**config.mk**
```make
export PLATFORM = sky130hd
export DESIGN_NAME = pipe_stall_ctrl
export DESIGN_NICKNAME = d
export VERILOG_FILES = /design/src/rtl/pipe_stall_ctrl.sv
export SDC_FILE = /design/constraint.sdc
export NUM_CORES = 1
export LEC_CHECK = 0
export ABC_AREA = 1
export ABC_CLOCK_PERIOD_IN_PS = 2270
export BUFFER_PORTS_ARGS = -buffer_cell sky130_fd_sc_hd__buf_2
export CAP_MARGIN = 25
export CORE_MARGIN = 2
export CORE_UTILIZATION = 45
export DETAILED_ROUTE_END_ITERATION = 10
export PLACE_DENSITY = 0.83
export SETUP_SLACK_MARGIN = 0.02
export SYNTH_ARGS = -nofsm -noshare
export SYNTH_HDL_FRONTEND = slang
export SYNTH_SLANG_ARGS = --single-unit
export TNS_END_PERCENT = 30
```
**constraint.sdc**
```tcl
create_clock -name clk -period 2.27 [get_ports clk]
set_clock_uncertainty 0.05 [all_clocks]
set_input_delay 0.3405 -clock clk [delete_from_list [all_inputs] [get_ports clk]]
set_output_delay 0.3405 -clock clk [all_outputs]
set_load 0.02 [all_outputs]
```
**src/rtl/pipe_stall_ctrl.sv**
```systemverilog
module pipe_stall_ctrl #(
  parameter int NSTG   = 6,
  parameter int TAG_W  = 8,
  parameter int BR_STG = 4
) (
  input  logic                    clk,
  input  logic                    rst_n,
  input  logic                    fetch_req,
  input  logic [TAG_W-1:0]        fetch_tag,
  input  logic [NSTG-1:0]         bus_req,
  input  logic                    br_taken,
  output logic [NSTG-1:0]         stg_valid,
  output logic [NSTG*TAG_W-1:0]   stg_tags,
  output logic [NSTG-1:0]         stg_adv,
  output logic [NSTG-1:0]         stg_hold,
  output logic [NSTG-1:0]         stg_bubble,
  output logic [NSTG-1:0]         stg_squash,
  output logic                    flush,
  output logic [NSTG-1:0]         bus_gnt,
  output logic                    retire,
  output logic [TAG_W-1:0]        retire_tag
);
  localparam int WIN_W = $clog2(NSTG);

  logic [NSTG-1:0]  vld_q;
  logic [TAG_W-1:0] tag_q [NSTG];
  logic [NSTG-1:0]  req;
  logic [WIN_W-1:0] win;
  logic             any, stall;

  assign req   = {bus_req[NSTG-1:1] & vld_q[NSTG-1:1], fetch_req};
  assign flush = br_taken & vld_q[BR_STG];

  always_comb begin
    win = '0;
    any = 1'b0;
    for (int i = 0; i < NSTG; i++)
      if (req[i]) begin
        win = WIN_W'(i);
        any = 1'b1;
      end
  end

  assign stall   = any && (win != '0) && !flush;
  assign bus_gnt = (flush || !any) ? '0 : (NSTG'(1) << win);

  always_comb begin
    for (int i = 0; i < NSTG; i++) begin
      stg_adv[i]    = 1'b0;
      stg_hold[i]   = 1'b0;
      stg_bubble[i] = 1'b0;
      stg_squash[i] = 1'b0;
      if (flush) begin
        if (i <= BR_STG) stg_squash[i] = 1'b1;
        else             stg_adv[i]    = 1'b1;
      end else if (stall) begin
        if (i > int'(win))       stg_adv[i]    = 1'b1;
        else if (i == int'(win)) stg_bubble[i] = 1'b1;
        else                     stg_hold[i]   = 1'b1;
      end else begin
        stg_adv[i] = 1'b1;
      end
    end
  end

  always_ff @(posedge clk) begin
    if (!rst_n) begin
      vld_q <= '0;
      for (int i = 0; i < NSTG; i++) tag_q[i] <= '0;
    end else begin
      if (stg_squash[0] || stg_bubble[0]) vld_q[0] <= 1'b0;
      else if (stg_adv[0]) begin
        vld_q[0] <= bus_gnt[0];
        tag_q[0] <= fetch_tag;
      end
      for (int i = 1; i < NSTG; i++) begin
        if (stg_squash[i] || stg_bubble[i]) vld_q[i] <= 1'b0;
        else if (stg_adv[i]) begin
          vld_q[i] <= vld_q[i-1];
          tag_q[i] <= tag_q[i-1];
        end
      end
    end
  end

  for (genvar g = 0; g < NSTG; g++) begin : g_tag
    assign stg_tags[g*TAG_W +: TAG_W] = tag_q[g];
  end

  assign stg_valid  = vld_q;
  assign retire     = vld_q[NSTG-1];
  assign retire_tag = tag_q[NSTG-1];
endmodule

```
# Yosys cells after proc, flatten, opt, wreduce, memory -nomap -nowiden
# Memory sizes are Yosys's and may differ from the RTL's.
# Cells that the tools add are included.
[op_classes]
mux = 107
bitwise_logic = 9
n_shift = 1
magnitude_cmp = 5
n_eq_ne = 5
n_reduce_logical = 18
[ops]
columns = ["operator", "n"]
rows = [
  ["$mux W1", 96],
  ["$mux W8", 6],
  ["$eq A3 B3 Y1 const A", 4],
  ["$mux W3", 4],
  ["$reduce_or A2 Y1", 6],
  ["$gt A2 B3 Y1 const A", 2],
  ["$gt A3 B3 Y1 const A", 2],
  ["$logic_or A1 B1 Y1", 6],
  ["$mux W6", 1],
  ["$or A1 B1 Y1", 6],
  ["$shl A1 B3 Y6 const A", 1],
  ["$and A5 B5 Y5", 1],
  ["$eq A2 B3 Y1 const A", 1],
  ["$gt A1 B3 Y1 const A", 1],
  ["$logic_not A3 Y1", 1],
  ["$reduce_bool A3 Y1", 1],
  ["$logic_and A1 B1 Y1", 2],
  ["$logic_not A1 Y1", 2],
  ["$and A1 B1 Y1", 1],
  ["$not A1 Y1", 1],
]
[totals]
inputBits = 18
regBits = 6
n_memories = 1
output_inout_bits = 94
mem_bits_rw = 48
[mem_list]
columns = ["name", "words", "word_bits", "read_ports", "rd_ports_with_merged_regs", "wr", "line_no", "rtl"]
rows = [
  ["tag_q", 6, 8, 6, 0, 6, "26", "logic [TAG_W-1:0] tag_q [NSTG];"],
]

# Depth between registers and ports, before layout
[logic_depth]
word_depth = 16
ltp_mapped = 9

# Least setup slack after synthesis
# Ideal clock, no wire load.
[synth_timing]
kind = "reg2reg"
startpoint = "register vld_q[4], in the netlist stg_valid[4]"
endpoint = "memory tag_q[2][0] (enable)"
period_less_slack_ps = 1927
t_arrival_ps = 1493
setup_time_ps = 384
slack_ps = 343
stages_incl_launch_ff = 5
cell_sequence = "dfxtp_1 > nand2_2 > inv_2 > buf_2 > o21ai_0"
[synth_lines]
columns = ["item", "line_no", "rtl"]
rows = [
  ["start: declaration", "25", "logic [NSTG-1:0] vld_q;"],
  ["start signal: indexed assignment", "79", "vld_q[i] <= vld_q[i-1];"],
  ["end: declaration", "26", ""],
]

# Worst setup path after layout
[layout_timing]
startpoint = "register vld_q[4], in the netlist stg_valid[4]"
endpoint = "output port bus_gnt[2]"
[layout_between]
elab_chain_cells = 6
[layout_rtl]
columns = ["item", "line_no", "rtl"]
rows = [
  ["$and A5 B5 Y5", "31", "assign req = {bus_req[NSTG-1:1] & vld_q[NSTG-1:1], fetch_req};"],
  ["$mux W1 (2 in a row)", "38", "if (req[i]) begin"],
  ["$logic_not A1 Y1", "45", "assign bus_gnt = (flush || !any) ? '0 : (NSTG'(1) << win);"],
  ["$logic_or A1 B1 Y1", "45", ""],
  ["$mux W6 (*)", "45", ""],
  ["end: declaration", "19", "output logic [NSTG-1:0] bus_gnt,"],
]
# Mark *: on every way between the ends. The rest lies on a longest branch, timed or not.

==> reports/results.tsv <==
metric	value	unit
Pwr per Cell Area	1445	nW/um2
PortBufs	107	
peak supply drop	0.8358	mV
count of inserted antenna diode cells	0	
final hold slack	0.2852	ns
residual overflow from global routing	0	
H-tree depth	2	
multiplexer fraction of the synthesized cell area	0	%
TritonCTS clock tree	done	
post-synthesis compound-gate area fraction	1.638	%
number of cell rows	27	
Vias	1844	
placed cell count	423	
average wire per standard cell	10.54	um
Post-synth EDFFs	48	
final core area utilization	56.42	%
area of the multi-input gates	526.8	um2
Simple-Gate Fraction of Synth Area	18.81	%
most congested layer reported by global routing	met2	
number of antenna-violating nets in the routed design	0	
nets	376	
Main synth FF type	edfxtp_1	
CTS Root Buffer Type	clkbuf_8	
top achievable clock speed	0.4958	GHz
gr usage total	15.12	%
final non-filler cell total	431	
Reg area	1562	um2
flop-to-flop setup slack	0.54	ns
Post-Syn Area	2521	um2
CP Max Fanout	6	
final count of hold timing violations	0	
Detailed Place HPWL	3646	um
met1 Resource Use GR	15.76	%
MaxCap Viol Count	0	
post-route cell area	3088	um2
synth warn	0	
proportion of layout cells with a drive suffix above 1	38.72	%
reg2reg end	tag_q[0][3]$_SDFFCE_PN0P_	
die outline width	78.85	um
vias in the first global route	1690	
Setup crit start kind	register	
wire length of the first global-routing pass	7279	um
Setup TNS	0	ns
fraction of synthesized cell area taken by the top area cell type	57.17	%
final weighted congestion of routability-driven global placement	0.8535	
I/O pin count	112	
Core Area	5473	um2
result of the run	completed	
minimum clock period	2.017	ns
Longest Clk Path Bufs	2	
hold-fix buffers at CTS	0	
clock latency on the worst-skew pair	0.29	ns
share of the clock period used by the worst path after layout	88.86	%
GR Util met2	28.55	%
clk sink count	54	
setup slack after placement	0.4197	ns
area leader, netlist	edfxtp_1	
initial antenna violation count	0	
data arrival at the endpoint of the critical path	1.63	ns
number of cells produced by synthesis	262	
Die ar.	6217	um2
sequential area share after synthesis	61.94	%
Static Leakage	1.704	nW
startpoint of the lowest-slack hold path	fetch_tag[2]	
cell depth of the worst flop-to-flop path	7	
Data required, critical path	1.88	ns
instance area after placement	3007	um2
First DRT Iteration DRCs	37	
worst setup path startpoint	stg_valid[4]$_SDFFE_PP0P_	
Global Route met3 Usage	4.773	%
final slew viol count	0	
average cell area after synthesis	9.623	um2
slack of the critical path	0.2529	ns
nature of the critical path endpoint	output pin	
maximum number of pins on one net before global-route repair	17	
count of endpoints failing setup in the final report	0	
Synth Area in XOR/XNOR	0	%
top post-synthesis cells by area	edfxtp_1, inv_1, nor2_1, buf_4, dfxtp_1	
Power, Total	4.463	mW
number of fill cells in the layout	517	
number of synthesized register bits	54	
RSZ-0062 raised after global routing	false	
effective utilization at floorplan	46.07	%
end of the worst hold path	tag_q[0][2]$_SDFFCE_PN0P_	
main combinational cell family by area after synthesis	simple AND/OR/NAND/NOR gates	
Area growth, synth to finish	22.48	%
distinct cell type count of the synthesized netlist	24	
path category of the worst min-delay check	input pin to register	
Synth Area in Adders	0	%
sum of routed wire length over all layers	4544	um
Vias/cell	4.278	
clock-pin transition on the worst setup and hold timing paths	0.09	ns
detailed-route DRC error count	0	
number of post-CTS setup repair buffers	0	
hold path depth	3	
number of buffers created by CTS	5	
post-CTS resize count	0	
drt pass-1 iters	4	
worst setup path class	register to output pin	
worst flop-to-flop path startpoint	stg_valid[4]$_SDFFE_PP0P_	
fraction of registers with async set/reset	0	%
die outline height	78.85	um
state kept, by name, summed over array words and instances (netlist names):
| register | flops |
|---|---|
| tag_q | 48 |
| stg_valid | 6 |
per-layer routing:
metal	up-vias	wire length [um]
li1	946	-
met1	821	1697
met2	70	2417
met3	7	376
met4	0	53
met5	-	0
power by group:
group | switching (mW) | total [mW] | internal, mW
registers | 0.167 | 1.72 | 1.56
clock network | 0.283 | 0.496 | 0.213
logic | 1.60 | 2.24 | 0.645
cell usage in the layout, fill, tap and decap left out, types with 3 or more instances in the layout:
| cell | n |
|---|---|
| inv_2 | 5 |
| conb_1 | 3 |
| nor2_1 | 48 |
| nand3_1 | 4 |
| a21oi_1 | 3 |
| edfxtp_1 | 48 |
| nand2_1 | 28 |
| buf_2 | 107 |
| dfxtp_1 | 6 |
| nor2_2 | 11 |
| inv_1 | 70 |
| nand2_2 | 4 |
| clkbuf_8 | 5 |
worst max path at each step:
stage / slack, ns / to / cells after the start
floorplan: 0.34 / tag_q[2][0]$_SDFFCE_PN0P_ / 4
global route: 0.13 / bus_gnt[2] / 7
CTS: 0.25 / bus_gnt[2] / 7
finish: 0.25 / bus_gnt[2] / 7
global placement: 0.49 / tag_q[1][6]$_SDFFCE_PN0P_ / 8
detailed placement: 0.42 / tag_q[0][6]$_SDFFCE_PN0P_ / 8
logic make-up after synthesis:
group / after synthesis
simple gates: 103
buf+inv: 97
flops: 54
compound gates: 7
other cells: 1
layout make-up:
| class | instances | share of cell area [%] |
|---|---|---|
| clock buffers | 6 | 2.350 |
| inverters | 76 | 9.238 |
| flip-flops and latches | 54 | 50.57 |
| clock inverters | 2 | 0.2836 |
| well taps | 72 | 2.917 |
| repair buffers | 108 | 17.59 |
| multi-input cells | 113 | 17.06 |
Yosys cell counts, types with 3 or more instances:
master,n
inv_1,70
edfxtp_1,48
nor2_1,48
nand2_1,28
buf_4,18
nor2_2,11
dfxtp_1,6
inv_2,5
nand2_2,4
nand3_1,4
a21oi_1,3
critical path, cell delays in order (launching register included):
cell and delay, ns:
dfxtp_1 0.42, nand2_1 0.13, nand2_1 0.13, inv_2 0.07
nand2_4 0.11, nor2_8 0.07, nor3_1 0.19, buf_2 0.21
Note: power is estimated with default switching activity, not from simulation.
